File: config.mk
export PLATFORM = sky130hd
export DESIGN_NAME = ripple_mag_cmp
export DESIGN_NICKNAME = d
export VERILOG_FILES = /design/src/rtl/cmp_pkg.sv /design/src/rtl/cmp_bit_cell.sv /design/src/rtl/cmp_chain.sv /design/src/rtl/ripple_mag_cmp.sv
export SDC_FILE = /design/constraint.sdc
export NUM_CORES = 1
export LEC_CHECK = 0
export BUFFER_PORTS_ARGS = -buffer_cell sky130_fd_sc_hd__clkbuf_2
export CAP_MARGIN = 20
export CORE_AREA = 2 2 39 41
export DETAILED_ROUTE_END_ITERATION = 10
export DIE_AREA = 0 0 41 43
export PLACE_DENSITY = 0.76
export REMOVE_ABC_BUFFERS = 1
export SYNTH_ARGS = -nofsm -noshare
export SYNTH_HDL_FRONTEND = slang
export SYNTH_SLANG_ARGS = --single-unit
File: constraint.sdc
create_clock -name vclk -period 3.2
set_input_delay 0.32 -clock vclk [all_inputs]
set_output_delay 0.32 -clock vclk [all_outputs]
set_load 0.02 [all_outputs]
File: src/rtl/cmp_pkg.sv
package cmp_pkg;

  // One-hot comparison status carried between cells.
  typedef struct packed {
    logic eq;
    logic gt;
    logic lt;
  } cmp_status_t;

  // Status entering the chain below bit 0: nothing compared yet, so equal.
  localparam cmp_status_t CMP_SEED = '{eq: 1'b1, gt: 1'b0, lt: 1'b0};

endpackage

File: src/rtl/cmp_bit_cell.sv
module cmp_bit_cell
  import cmp_pkg::*;
(
  input  logic        a_bit,
  input  logic        b_bit,
  input  cmp_status_t st_in,
  output cmp_status_t st_out
);

  always_comb begin
    st_out.gt = (a_bit & ~b_bit) | (a_bit & st_in.gt) | (~b_bit & st_in.gt);
    st_out.eq = (~a_bit & ~b_bit & st_in.eq) | (a_bit & b_bit & st_in.eq);
    st_out.lt = (~a_bit & b_bit) | (~a_bit & st_in.lt) | (b_bit & st_in.lt);
  end

  // a one-hot status in gives a one-hot status out
  always_comb begin
    if ($onehot(st_in)) begin
      a_r4_cell_onehot: assert ($onehot(st_out))
        else $error("R4: cell status not one-hot");
    end
  end

  // matching bits leave the status alone
  always_comb begin
    if (a_bit == b_bit) begin
      a_r5_pass_through: assert (st_out == st_in)
        else $error("R5: status altered on matching bits");
    end
  end

  // differing bits override whatever came from below
  always_comb begin
    if (a_bit && !b_bit) begin
      a_r6_override_gt: assert (st_out.gt && !st_out.eq && !st_out.lt)
        else $error("R6: greater not forced");
    end
    if (!a_bit && b_bit) begin
      a_r6_override_lt: assert (st_out.lt && !st_out.eq && !st_out.gt)
        else $error("R6: less not forced");
    end
  end

endmodule

File: src/rtl/cmp_chain.sv
module cmp_chain
  import cmp_pkg::*;
#(
  parameter int WIDTH = 16
) (
  input  logic [WIDTH-1:0] a_vec,
  input  logic [WIDTH-1:0] b_vec,
  output cmp_status_t      st_top
);

  localparam int NODES = WIDTH + 1;

  // Node k is the status below bit k; node WIDTH is the result.
  cmp_status_t [NODES-1:0] node;

  assign node[0] = CMP_SEED;

  for (genvar k = 0; k < WIDTH; k++) begin : g_cell
    cmp_bit_cell u_cell (
      .a_bit  (a_vec[k]),
      .b_bit  (b_vec[k]),
      .st_in  (node[k]),
      .st_out (node[k+1])
    );
  end

  assign st_top = node[NODES-1];

endmodule

File: src/rtl/ripple_mag_cmp.sv
module ripple_mag_cmp
  import cmp_pkg::*;
#(
  parameter int WIDTH = 16
) (
  input  logic [WIDTH-1:0] a_i,
  input  logic [WIDTH-1:0] b_i,
  output logic             eq_o,
  output logic             gt_o,
  output logic             lt_o
);

  cmp_status_t result;

  cmp_chain #(.WIDTH(WIDTH)) u_chain (
    .a_vec  (a_i),
    .b_vec  (b_i),
    .st_top (result)
  );

  assign eq_o = result.eq;
  assign gt_o = result.gt;
  assign lt_o = result.lt;

  // Flags checked against the plain integer ordering of the operands.
  always_comb begin
    a_r4_flags_onehot: assert ($onehot({eq_o, gt_o, lt_o}))
      else $error("R4: output flags not one-hot");
    a_r1_equal: assert (eq_o == (a_i == b_i))
      else $error("R1: equal flag wrong");
    a_r2_greater: assert (gt_o == (a_i > b_i))
      else $error("R2: greater flag wrong");
    a_r3_less: assert (lt_o == (a_i < b_i))
      else $error("R3: less flag wrong");
  end

endmodule

==> impl_metrics.csv, run 1 <==
group,metric,value,unit
status,status,"finished, final reports clean",
finish,n_clock_buffer,0,
sta,period_needed,2.14,ns
critical_path,path_class,"in2out",
global_route,grt_max_degree,6,
synth,synthCells,85,
global_route,grt_use_total,16.2,%
global_route,grt_pass1_vias,615,
floorplan,ios,35,
finish,final_cells,136,
critical_path,end_kind,"primary output",
synth,seq_area_frac_synth,0,%
sta,clock.fmax,0.467,GHz
drt,drt-vias-per-instance,5.22,
clock_tree,postCtsSetupBuffers,0,
floorplan,die_width,41,um
critical_path,worst-endpoint-arrival,1.82,ns
floorplan,die_height,43,um
power_and_ir_drop,clkPwrFrac,0,%
sta,hold_viol,0,
floorplan,initial_core_util,37.7,%
sta,tightest_slew,0.423,ns
power_and_ir_drop,p_comb_share,100.0,%
finish,seq_cell_count,0,
critical_path,crit_required,2.88,ns
floorplan,coreArea,1380,um^2
synth,yosysWarnings,0,
critical_path,worstSetupStartpointType,"primary input",
drt,firstDrtPassIters,4,
placement,dp_hpwl,1.21,mm
power_and_ir_drop,vdd_drop_max,0.0000546,V
drt,drc,0,
placement,portBuffers,35,
sta,relSlewSlack,71.8,%
critical_path,crit_slowest_cell,"maj3_2",
drt,dr_total_vias,710,
sta,grt_setup_unrepaired,"false",
finish,final_common_cell,"clkbuf_2",
sta,slew_violations,0,
finish,seq_area,0,um^2
sta,finalSetupTns,0,ns
global_route,antenna_found_initial,0,
drt,wirelength,1.30,mm
sta,worst_slack,1.06,ns
placement,dp_slack,1.06,ns
sta,setup_violations,0,
floorplan,dieArea,1760,um^2
critical_path,crit_chain,"clkbuf_2 -> inv_1 -> ha_1 -> nand2_1 -> maj3_2 -> maj3_2 -> o211ai_1 -> and4_1 -> clkbuf_2",
finish,drive_gt1_share,32.5,%
sta,holdWs,1.07,ns
global_route,overflow,0,
clock_tree,hold_buffers,0,
power_and_ir_drop,netSwitchingFraction,50.5,%
flow_run,maxCapViolations,0,
synth,synth_area_per_cell,6.14,um^2
placement,place_inst,136,
finish,antenna_cells,0,
floorplan,rows,14,
finish,nets,156,
finish,final_cell_mix,"35 x clkbuf_2, 15 x nand2b_1, 13 x inv_1",
power_and_ir_drop,pwr-share-seq,0,%
placement,finalWeightedCongestion,0.854,
drt,wire_per_inst,9.58,um
power_and_ir_drop,p_leak,0.387,nW
critical_path,critPathMaxStageDelay,0.30,ns
clock_tree,post_cts_resized,0,
global_route,grt_first_pass_wirelength,2.18,mm
drt,drt_iter0_markers,10,
finish,nFillCells,143,
power_and_ir_drop,powerDensity,128,nW/um^2
drt,final_antenna_net_count,0,
finish,area_growth_syn_to_layout,37.4,%
hold_path,hold_path_class,"in2out",
power_and_ir_drop,p_switching,0.0000462,W
sta,period_share,67.0,%
synth,syn_area,522,um^2
power_and_ir_drop,internal-power,0.0000452,W
synth,synth_cell_types,29,
critical_path,cp_max_fo,2,
final timing paths:
check    to    start  cells after the start
max    gt_o   b_i[0]                      9
min    gt_o  b_i[15]                      4
kinds of logic (layout without fill, tap and decap cells):
family / count (synthesis) / in the layout / synth area share (%)
xor gates and xnor gates: 1 / 1 / 1.68
adders and majority gates: 6 / 6 / 12.9
AOI/OAI and AO/OA: 19 / 19 / 25.9
buffers and inverters: 13 / 48 / 9.35
and+or+nand+nor: 46 / 46 / 50.1
critical path, delay by kind of cell:
family / cells / cell delay [ns]
AO/OA/AOI/OAI: 1 / 0.18
adder cells (fa/ha/maj): 3 / 0.75
buffers and inverters: 3 / 0.30
AND/OR/NAND/NOR: 2 / 0.27
per-layer routing:
layer | vias to the layer above | track usage, % | part of all wire (%)
li1 | 380 | - | -
met1 | 314 | 20.3 | 46
met2 | 16 | 29.7 | 50
met3 | 0 | 0.524 | 3.6
met4 | 0 | 1.33 | 0
met5 | - | 0 | 0
power groups by stage:
| stage | registers [W] | logic (W) | clock network [W] |
|---|---|---|---|
| after global routing | 0 | 0.000104 | 0 |
| after detailed placement | 0 | 0.0000915 | 0 |
| after floorplan | 0 | 0.0000556 | 0 |
| final | 0 | 0.0000915 | 0 |
| after CTS | 0 | 0.0000918 | 0 |
| after global placement | 0 | 0.0000901 | 0 |
synth_stat cells, types with 3 or more instances:
| cell | instances | area (um^2) |
|---|---|---|
| nand3_1 | 5 | 25.0 |
| o211ai_1 | 4 | 30.0 |
| o21ai_0 | 5 | 25.0 |
| and2b_1 | 3 | 22.5 |
| nor2b_1 | 3 | 18.8 |
| nor4_1 | 3 | 18.8 |
| nand2b_1 | 15 | 93.8 |
| inv_1 | 13 | 48.8 |
| nor2_1 | 4 | 15.0 |
| nand2_1 | 7 | 26.3 |
stage by stage:
stage | util [%] | cell area [um^2] | total power, W
finish | 51.8 | 717 | 0.0000915
global placement | 51.8 | 717 | 0.0000901
floorplan | - | 522 | 0.0000556
CTS | 51.8 | 717 | 0.0000918
global route | 51.8 | 717 | 0.000104
detailed placement | 51.8 | 717 | 0.0000915
layout make-up:
| class | count | area (um^2) | share of cell area, % |
|---|---|---|---|
| Tap cell | 16 | 20.0 | 2.79 |
| Multi-Input combinational cell | 72 | 473 | 66.0 |
| Inverter | 13 | 48.8 | 6.81 |
| Timing Repair Buffer | 35 | 175 | 24.4 |
(Power assumes the default switching activity.)
==> run 2: changes to the inputs <==
CORE_AREA = not set   (was 2 2 39 41)
CORE_MARGIN = 2   (was not set)
CORE_UTILIZATION = 40   (was not set)
DIE_AREA = not set   (was 0 0 41 43)
PLACE_DENSITY = 0.8   (was 0.76)
clock period = 1.7 ns   (was 3.2 ns; I/O delays follow)
==> impl_metrics.csv, run 2 (same netlist as run 1, synthesis figures left out) <==
group,metric,value,unit
floorplan,dieArea,1610,um^2
drt,drc,0,
global_route,grt_use_total,19.2,%
placement,dp_hpwl,1.30,mm
floorplan,die_height,40.1,um
drt,dr_total_vias,762,
status,violations,"setup timing",
sta,holdWs,0.813,ns
drt,wirelength,1.60,mm
finish,antenna_cells,0,
global_route,grt_max_degree,6,
critical_path,crit_required,1.53,ns
critical_path,crit_slowest_cell,"maj3_2",
critical_path,worst_path_most_repeated_cell,"maj3_2",
sta,slew_violations,0,
global_route,grt.busiest_layer,"met2",
sta,tightest_slew,0.393,ns
global_route,overflow,0,
finish,nets,160,
sta,period_needed,1.71,ns
sta,hold_viol,0,
critical_path,crit_chain,"buf_8 -> inv_4 -> ha_4 -> nand2_2 -> maj3_2 -> maj3_2 -> o211ai_1 -> and4_1 -> clkbuf_8",
finish,final_core_util,64.6,%
critical_path,crit_buf_inv,3,
finish,drive_gt1_share,41.9,%
sta,clock.fmax,0.586,GHz
status,status,"finished, violations left",
floorplan,coreArea,1250,um^2
sta,period_share,100,%
finish,n_clock_buffer,0,
critical_path,path_class,"in2out",
global_route,antenna_found_initial,0,
finish,seq_area,0,um^2
drt,wire_per_inst,11.5,um
placement,dp_slack,-0.117,ns
drt,final_antenna_net_count,0,
placement,finalWeightedCongestion,0.853,
critical_path,worstSetupStartpointType,"primary input",
global_route,grt_util_met2,37.5,%
critical_path,critPathMaxStageDelay,0.29,ns
flow_run,maxCapViolations,0,
floorplan,initial_core_util,41.7,%
sta,setup_violations,1,
finish,final_common_cell,"clkbuf_2",
drt,drt_iter0_markers,25,
sta,worst_slack,-0.00630,ns
critical_path,cp_max_fo,2,
drt,firstDrtPassIters,4,
sta,relSlewSlack,73.8,%
finish,nFillCells,115,
critical_path,critPathTopFamily,"adder cells",
power_and_ir_drop,powerDensity,254,nW/um^2
power_and_ir_drop,p_leak,0.417,nW
drt,drt-vias-per-instance,5.48,
placement,portBuffers,35,
global_route,grt_pass1_vias,616,
floorplan,rows,13,
finish,area_growth_syn_to_layout,55.2,%
floorplan,die_width,40.1,um
finish,seq_cell_count,0,
global_route,grt_first_pass_wirelength,2.24,mm
global_route,grt_use_met3,0.556,%
critical_path,worst-endpoint-arrival,1.54,ns
floorplan,ios,35,
hold_path,hold_path_class,"in2out",
power_and_ir_drop,vdd_drop_max,0.000119,V
critical_path,end_kind,"primary output",
clock_tree,hold_buffers,0,
global_route,use_met1,22.7,%
finish,final_cell_mix,"31 x clkbuf_2, 15 x nand2b_1, 10 x inv_1",
sta,grt_setup_unrepaired,"true",
[run 2: changes by cell type in the layout (fill, tap and decap cells not counted), sizes merged]
cell / previous run / this run
buf: 0 / 7
clkbuf: 35 / 32
[run 2: stage by stage]
stage	power [W]	TNS, ns	cells	cell area, um^2
after floorplan	0.000105	0	85	522
after global placement	0.000175	-0.0757	138	738
after detailed placement	0.000179	-0.117	138	738
after CTS	0.000190	-0.0276	139	769
after global routing	0.000227	-0.114	139	810
final	0.000206	-0.00630	139	810
[run 2: what timing repair did]
action | CTS | global route
cloned | 0 | 0
gates resized for setup | 6 | 14
setup endpoints to repair | 1 | 2
pin swaps | 5 | 6
buffers inserted | 1 | 0
[run 2: metal layers]
layer | wire length, um | share of wire [%]
met5 | 0 | 0
met4 | 7 | 0.44
met3 | 94 | 5.9
met2 | 891 | 56
met1 | 608 | 38
[run 2: cell type report]
cell class	instances	area [um^2]	share of cell area, %
inverter	13	51.3	6.34
multi-input combinational	72	510	63.1
tap	15	18.8	2.32
timing repair buffer	39	229	28.3
[run 2: worst paths after layout]
kind / start / end / slack [ns] / cells after the start
worst max-delay path: b_i[0] / gt_o / -0.006 / 9
worst min-delay path: a_i[15] / lt_o / 0.81 / 5
[run 2: power breakdown]
part	internal, W	switching (W)	leakage (nW)
clock	0	0	0
combinational	0.000106	0.000100	0.417
sequential	0	0	0
total	0.000106	0.000100	0.417
